File: config.mk
export PLATFORM = sky130hd
export DESIGN_NAME = dma_burst_req
export DESIGN_NICKNAME = d
export VERILOG_FILES = /design/src/rtl/dmareq_pkg.sv /design/src/rtl/dmareq_downcnt.sv /design/src/rtl/dmareq_pinsync.sv /design/src/rtl/dmareq_fsm.sv /design/src/rtl/dma_burst_req.sv
export SDC_FILE = /design/constraint.sdc
export NUM_CORES = 1
export LEC_CHECK = 0
export ABC_AREA = 1
export BUFFER_PORTS_ARGS = -buffer_cell sky130_fd_sc_hd__buf_2
export CAP_MARGIN = 20
export CORE_MARGIN = 4
export CORE_UTILIZATION = 25
export CTS_BUF_LIST = sky130_fd_sc_hd__clkbuf_4
export CTS_CLUSTER_DIAMETER = 120
export DETAILED_ROUTE_END_ITERATION = 12
export GPL_ROUTABILITY_DRIVEN = 1
export PLACE_DENSITY = 0.52
export SYNTH_ARGS = -nofsm -noshare
export SYNTH_HDL_FRONTEND = slang
export SYNTH_HIERARCHICAL = 1
export SYNTH_SLANG_ARGS = --single-unit
export TNS_END_PERCENT = 30
File: constraint.sdc
create_clock -name clk -period 4.85 [get_ports clk]
set_input_delay 0.2425 -clock clk [delete_from_list [all_inputs] [get_ports clk]]
set_output_delay 0.2425 -clock clk [all_outputs]
set_load 0.03 [all_outputs]
File: src/rtl/dmareq_pkg.sv
package dmareq_pkg;

  typedef enum logic [1:0] {
    MODE_SINGLE  = 2'd0,
    MODE_CONT    = 2'd1,
    MODE_CYCGATE = 2'd2,
    MODE_TIMGATE = 2'd3
  } xfer_mode_e;

  typedef enum logic [2:0] {
    ST_IDLE = 3'd0,
    ST_REQ  = 3'd1,
    ST_HOLD = 3'd2,
    ST_GATE = 3'd3,
    ST_REFR = 3'd4
  } req_state_e;

endpackage

File: src/rtl/dmareq_downcnt.sv
module dmareq_downcnt #(
  parameter int W = 8
) (
  input  logic         clk,
  input  logic         rst_n,
  input  logic         load,
  input  logic [W-1:0] load_val,
  input  logic         dec,
  output logic [W-1:0] count
);

  always_ff @(posedge clk or negedge rst_n) begin
    if (!rst_n)                 count <= '0;
    else if (load)              count <= load_val;
    else if (dec && count != '0) count <= count - W'(1);
  end

  // counter moves by at most one step when not loaded
  p_step_one_r4: assert property (@(posedge clk) disable iff (!rst_n)
    (!load && dec && count != '0) |=> (count == $past(count) - W'(1)));

endmodule

File: src/rtl/dmareq_pinsync.sv
module dmareq_pinsync (
  input  logic clk,
  input  logic rst_n,
  input  logic refex_n_i,
  input  logic tc_i,
  input  logic tc_pol_i,
  output logic ref_fall,
  output logic tc_act
);

  logic refex_q;

  always_ff @(posedge clk or negedge rst_n) begin
    if (!rst_n) refex_q <= 1'b1;
    else        refex_q <= refex_n_i;
  end

  assign ref_fall = refex_q & ~refex_n_i;
  assign tc_act   = tc_pol_i ? tc_i : ~tc_i;

  // a held low level yields only one edge event
  p_edge_once_r9: assert property (@(posedge clk) disable iff (!rst_n)
    (ref_fall && !refex_n_i) |=> (!ref_fall || $rose(refex_q)));

endmodule

File: src/rtl/dmareq_fsm.sv
module dmareq_fsm
  import dmareq_pkg::*;
(
  input  logic       clk,
  input  logic       rst_n,
  input  xfer_mode_e mode,
  input  logic       go,
  input  logic       fin,
  input  logic       ref_fall,
  input  logic       xfer,
  input  logic       dack_n,
  input  logic       burst_last,
  input  logic       wait_last,
  output req_state_e state,
  output logic       ld_burst,
  output logic       dec_burst,
  output logic       ld_gate,
  output logic       ld_refr,
  output logic       dec_wait
);

  req_state_e nxt;

  always_comb begin
    nxt = state;
    unique case (state)
      ST_IDLE: if (go) nxt = ST_REQ;
      ST_REQ: begin
        unique case (mode)
          MODE_SINGLE:  if (xfer) nxt = ST_HOLD;
          MODE_CYCGATE: if (xfer && burst_last) nxt = ST_GATE;
          MODE_TIMGATE: if (burst_last) nxt = ST_GATE;
          default:      nxt = ST_REQ;
        endcase
      end
      ST_HOLD: if (dack_n) nxt = ST_REQ;
      ST_GATE, ST_REFR: if (wait_last) nxt = ST_REQ;
      default: nxt = ST_IDLE;
    endcase
    if (state != ST_IDLE) begin
      if (fin)           nxt = ST_IDLE;
      else if (ref_fall) nxt = ST_REFR;
    end
  end

  assign ld_burst  = (nxt == ST_REQ) && (state != ST_REQ);
  assign ld_gate   = (nxt == ST_GATE) && (state != ST_GATE);
  assign ld_refr   = (state != ST_IDLE) && !fin && ref_fall;
  assign dec_wait  = (state == ST_GATE) || (state == ST_REFR);
  assign dec_burst = (state == ST_REQ) &&
                     ((mode == MODE_TIMGATE) || ((mode == MODE_CYCGATE) && xfer));

  always_ff @(posedge clk or negedge rst_n) begin
    if (!rst_n) state <= ST_IDLE;
    else        state <= nxt;
  end

  // single mode: no return to request while acknowledge is still low
  p_hold_ack_r2: assert property (@(posedge clk) disable iff (!rst_n)
    (state == ST_HOLD && !dack_n && !fin && !ref_fall) |=> (state != ST_REQ));

endmodule

File: src/rtl/dma_burst_req.sv
module dma_burst_req
  import dmareq_pkg::*;
#(
  parameter int LEN_W          = 16,
  parameter int BURST_W        = 8,
  parameter int GATE_CYCLES    = 16,
  parameter int REFRESH_CYCLES = 64
) (
  input  logic               clk,
  input  logic               rst_n,
  input  logic               go_i,
  input  logic [1:0]         mode_i,
  input  logic               req_pol_i,
  input  logic               tc_pol_i,
  input  logic               int_tc_en_i,
  input  logic [LEN_W-1:0]   xfer_len_i,
  input  logic [BURST_W-1:0] burst_val_i,
  input  logic               irq_mask_i,
  input  logic               dack_n_i,
  input  logic               rw_done_i,
  input  logic               tc_i,
  input  logic               refex_n_i,
  output logic               dreq_o,
  output logic               active_o,
  output logic               done_irq_o,
  output logic               xfer_stb_o
);

  localparam int BCNT_W   = BURST_W + 1;
  localparam int WAIT_MAX = (GATE_CYCLES > REFRESH_CYCLES) ? GATE_CYCLES : REFRESH_CYCLES;
  localparam int WAIT_W   = $clog2(WAIT_MAX + 1);

  req_state_e        state;
  xfer_mode_e        mode;
  logic              ref_fall, tc_act, xfer, fin, req_int, done_q;
  logic              ld_burst, dec_burst, ld_gate, ld_refr, dec_wait;
  logic [LEN_W-1:0]  term_cnt;
  logic [BCNT_W-1:0] burst_cnt, burst_ld;
  logic [WAIT_W-1:0] wait_cnt, wait_ld;

  assign mode     = xfer_mode_e'(mode_i);
  assign active_o = (state != ST_IDLE);
  assign req_int  = (state == ST_REQ);
  assign xfer     = active_o & ~dack_n_i & rw_done_i;
  assign xfer_stb_o = xfer;
  assign dreq_o   = req_pol_i ? req_int : ~req_int;

  assign fin = int_tc_en_i ? (xfer && term_cnt <= LEN_W'(1))
                           : (xfer && tc_act);

  assign burst_ld = (burst_val_i == '0) ? BCNT_W'(2 ** BURST_W) : BCNT_W'(burst_val_i);
  assign wait_ld  = ld_refr ? WAIT_W'(REFRESH_CYCLES) : WAIT_W'(GATE_CYCLES);

  dmareq_pinsync u_pins (
    .clk       (clk),
    .rst_n     (rst_n),
    .refex_n_i (refex_n_i),
    .tc_i      (tc_i),
    .tc_pol_i  (tc_pol_i),
    .ref_fall  (ref_fall),
    .tc_act    (tc_act)
  );

  dmareq_fsm u_fsm (
    .clk        (clk),
    .rst_n      (rst_n),
    .mode       (mode),
    .go         (go_i),
    .fin        (fin),
    .ref_fall   (ref_fall),
    .xfer       (xfer),
    .dack_n     (dack_n_i),
    .burst_last (burst_cnt == BCNT_W'(1)),
    .wait_last  (wait_cnt == WAIT_W'(1)),
    .state      (state),
    .ld_burst   (ld_burst),
    .dec_burst  (dec_burst),
    .ld_gate    (ld_gate),
    .ld_refr    (ld_refr),
    .dec_wait   (dec_wait)
  );

  dmareq_downcnt #(.W(LEN_W)) u_term (
    .clk      (clk),
    .rst_n    (rst_n),
    .load     (go_i && !active_o),
    .load_val (xfer_len_i),
    .dec      (xfer && int_tc_en_i),
    .count    (term_cnt)
  );

  dmareq_downcnt #(.W(BCNT_W)) u_burst (
    .clk      (clk),
    .rst_n    (rst_n),
    .load     (ld_burst),
    .load_val (burst_ld),
    .dec      (dec_burst),
    .count    (burst_cnt)
  );

  dmareq_downcnt #(.W(WAIT_W)) u_wait (
    .clk      (clk),
    .rst_n    (rst_n),
    .load     (ld_gate || ld_refr),
    .load_val (wait_ld),
    .dec      (dec_wait),
    .count    (wait_cnt)
  );

  always_ff @(posedge clk or negedge rst_n) begin
    if (!rst_n)                  done_q <= 1'b0;
    else if (fin)                done_q <= 1'b1;
    else if (go_i && !active_o)  done_q <= 1'b0;
  end

  assign done_irq_o = done_q & ~irq_mask_i;

  p_idle_level_r1: assert property (@(posedge clk) disable iff (!rst_n)
    !active_o |-> (dreq_o == !req_pol_i));

  p_cont_hold_r3: assert property (@(posedge clk) disable iff (!rst_n)
    (mode == MODE_CONT && req_int && !fin && !ref_fall) |=> req_int);

  p_single_drop_r2: assert property (@(posedge clk) disable iff (!rst_n)
    (mode == MODE_SINGLE && req_int && xfer && !fin && !ref_fall) |=> !req_int);

  p_refresh_quiet_r9: assert property (@(posedge clk) disable iff (!rst_n)
    (ref_fall && active_o && !fin) |=> !req_int);

  p_finish_r10: assert property (@(posedge clk) disable iff (!rst_n)
    fin |=> (!active_o && done_q));

endmodule

==> flow_summary.json <==
{
  "overall_die_height_um": 118.7,
  "worst_ir_drop_vdd_mv": 0.1580,
  "cts_post_setup_buffers_inserted": 0,
  "final_antenna_net_count": 0,
  "timing.hold.worst.class": "in -> async",
  "fin_nets": 559,
  "finalSetupTns_ns": 0,
  "synthDominantCellAreaShare_pct": 29.39,
  "tightestPinTransition_ns": 0.8466,
  "static_leakage_uw": 0.001753,
  "post_synth_main_area_contributors": "dfrtp_1 29%, nand2_1 17%, nand3_1 9.5%",
  "final_layout_size_suffix_gt1_share_pct": 20.77,
  "yosys.cell_count.top_type": "nand2_1",
  "clock_sink_count": 37,
  "die_area_mm2": 0.01410,
  "timing.clock.skew_ns": 0.01294,
  "timing.setup.critical_path_class": "reg -> reg",
  "critPathLaunchType": "flip-flop",
  "reg2reg_slack_ns": 2.20,
  "initial_utilization_pct": 25.52,
  "io_buffer_count": 40,
  "rsz0062_at_grt": "no",
  "timing.max_cap.violations": 0,
  "worst_path_largest_cell_delay_ns": 0.56,
  "clock-root-buffer": "clkbuf_4",
  "cts.path.max_buffers": 2,
  "power_density_mw_per_mm2": 623.8,
  "relative_slew_margins_pct": 43.56,
  "cts_tree": "done",
  "core_region_area_mm2": 0.01201,
  "synth_top_cells_by_count": "138 x nand2_1, 72 x nor2_1, 58 x nand3_1",
  "outcome": "finished with violations",
  "synthesis.instances": 483,
  "path_max_fanout": 13,
  "clkTransAtPathRegs_ns": 0.14,
  "hold-worst-slack_ns": -0.02458,
  "remaining_drc_errors": 0,
  "die_w_um": 118.7,
  "grt_antenna_before_repair": 0,
  "largest_net_degree_at_the_start_of_global_routing": 38,
  "timing.rr.start": "u_fsm/state[1]",
  "postSynth.asyncResetShare_pct": 100.0,
  "yosys_top_cell_by_area": "dfrtp_1",
  "final_hold_viol_count": 36,
  "synth_edf_count": 0,
  "rr_endpoint": "u_burst/count[5]",
  "globalRouteOverflowTotal": 0,
  "critical_path.cell_chain": "nor2_1 > nand2_2 > nand2_2 > inv_2 > nand2_1 > inv_1 > nor2_1 > nand2_1 > nand2_2 > nand2_1 > nand2_1 > nor2_2 > clkinv_4 > nand2_4 > clkinv_1 > nand2_1 > nand2_1",
  "critical_path_arrival_ns": 2.91,
  "average_wire_length_per_cell_after_detail_routing_um": 11.73,
  "report.final.slew_viol_count": 0,
  "place_worst_setup_slack_ns": 2.219,
  "critical-path-top-cell-by-count": "nand2_1",
  "dpl.hpwl_mm": 6.099,
  "routed_wirelength_mm": 7.825,
  "n_antenna_cell": 0,
  "worst_skew_pair.late_latency_ns": 0.36,
  "std_cell_rows": 40,
  "drt-initial-drc-count": 172,
  "yosys_warnings": 6,
  "setup_ws_final_ns": 2.203,
  "worst_r2r_path_depth": 17,
  "synth_top_flop_cell": "dfrtp_1",
  "global_route.usage.total_pct": 11.25,
  "cp_data_required_time_ns": 5.11,
  "failed_checks": "hold timing",
  "seq_area_frac_synth_pct": 30.24,
  "area_growth_syn_to_layout_pct": 13.06,
  "min_period_ns": 2.647,
  "routed-via-count": 2948,
  "power.total_uw": 2162,
  "avgViaCountPerCell": 4.420,
  "post-route-period-util_pct": 54.57,
  "gp_congestion": 0.8352,
  "cts-htree-levels": 2,
  "numCtsBuffers": 5,
  "crit_slowest_cell": "dfrtp_1",
  "fmax_ghz": 0.3778,
  "cp-end-kind": "flip-flop",
  "mappedNetlistArea_mm2": 0.003065,
  "setup_viol_count_final": 0,
  "yosys_register_bits": 37,
  "synth_area_per_cell_um2": 6.347,
  "synth_cell_type_count": 35,
  "first_pass_iters": 4,
  "global_route_wire_length_before_repair_mm": 13.18,
  "number_of_global_route_vias_before_repair": 2814,
  "io_pins": 41
}
## what timing repair did
action	in CTS	in global routing
resized for setup	0	0
hold buffers	1	0
endpoints found under the hold margin	1	0
## placed cells by master, fill, tap and decap left out, types with 3 or more instances in the layout
cell and instances:
nand2_1 138, nor2_1 72, nand3_1 58, inv_1 48, buf_2 40, dfrtp_1 36
nand2_2 18, o21ai_0 14, inv_2 9, o21ai_2 9, nor2_2 8, nor3_1 5
clkbuf_4 5, nand2_4 5, nand4_1 5, conb_1 5, nor4_1 4, nand3b_1 4
xor2_1 4, and2_1 3, or2_2 3, nor2_4 3, xnor2_1 3, a21oi_1 3
ha_1 3
## how the worst max path moves through the flow
stage / start / end / cells past startpoint
2_1_floorplan: u_fsm/state[0] / u_wait/count[1] / 16
3_3_place_gp: u_fsm/state[1] / u_burst/count[5] / 17
3_5_place_dp: u_fsm/state[1] / u_burst/count[5] / 17
4_1_cts: u_fsm/state[1] / u_burst/count[5] / 17
5_1_grt: u_wait/count[3] / u_burst/count[6] / 14
6_report: u_fsm/state[1] / u_burst/count[5] / 17
## sequential cells by signal (all words and copies together) (netlist names)
signal	count
done_q	1
u_burst/count	9
u_fsm/state	3
u_pins/refex_q	1
u_term/count	16
u_wait/count	7
## metrics by stage
step / cell area [µm²] / utilization, % / hold slack (ns) / std cells
after floorplan: 3080 / - / -0.05309 / 487
after global placement: 3372 / 28.07 / 0.3617 / 658
after detailed placement: 3372 / 28.07 / 0.3663 / 658
after CTS: 3466 / 28.85 / 0.0003376 / 667
after global routing: 3466 / 28.85 / 0.03744 / 667
final: 3466 / 28.85 / -0.02458 / 667
## worst max-delay path: cells and delay by family, from the launching register on
family        cells  cell delay [ns]
simple gates     13             1.47
flops             1             0.56
buf+inv           4             0.50
## per-layer routing
| layer | track usage [%] | part of all wire [%] |
|---|---|---|
| met5 | 0 | 0 |
| met4 | 4.055 | 2.2 |
| met3 | 1.770 | 3.9 |
| met2 | 16.63 | 42 |
| met1 | 16.45 | 52 |
## report_power, final
group          internal, µW  switching [µW]
Sequential              448             191
Combinational           456             834
Clock                   109             123
Total                  1010            1150
## cells by family (layout without fill, tap and decap cells)
logic type / count (synthesis) / in the layout / share of synthesized area (%)
simple gates: 327 / 327 / 48.94
buf+inv: 77 / 110 / 10.78
flops: 37 / 37 / 30.24
compound gates: 31 / 31 / 6.694
xor+xnor: 7 / 7 / 2.000
fa+ha+maj: 3 / 3 / 1.225
other cells: 1 / 5 / 0.1223
## area by class of cell
cell class,instances,area (µm²)
inverter,60,230.2
clock inverter,3,46.29
fill,1351,8546
timing repair buffer,42,217.7
multi-input combinational,373,1823
sequential,37,927.1
clock buffer,5,37.54
tap,147,183.9
No activity file was read; power rests on OpenSTA's default activity.
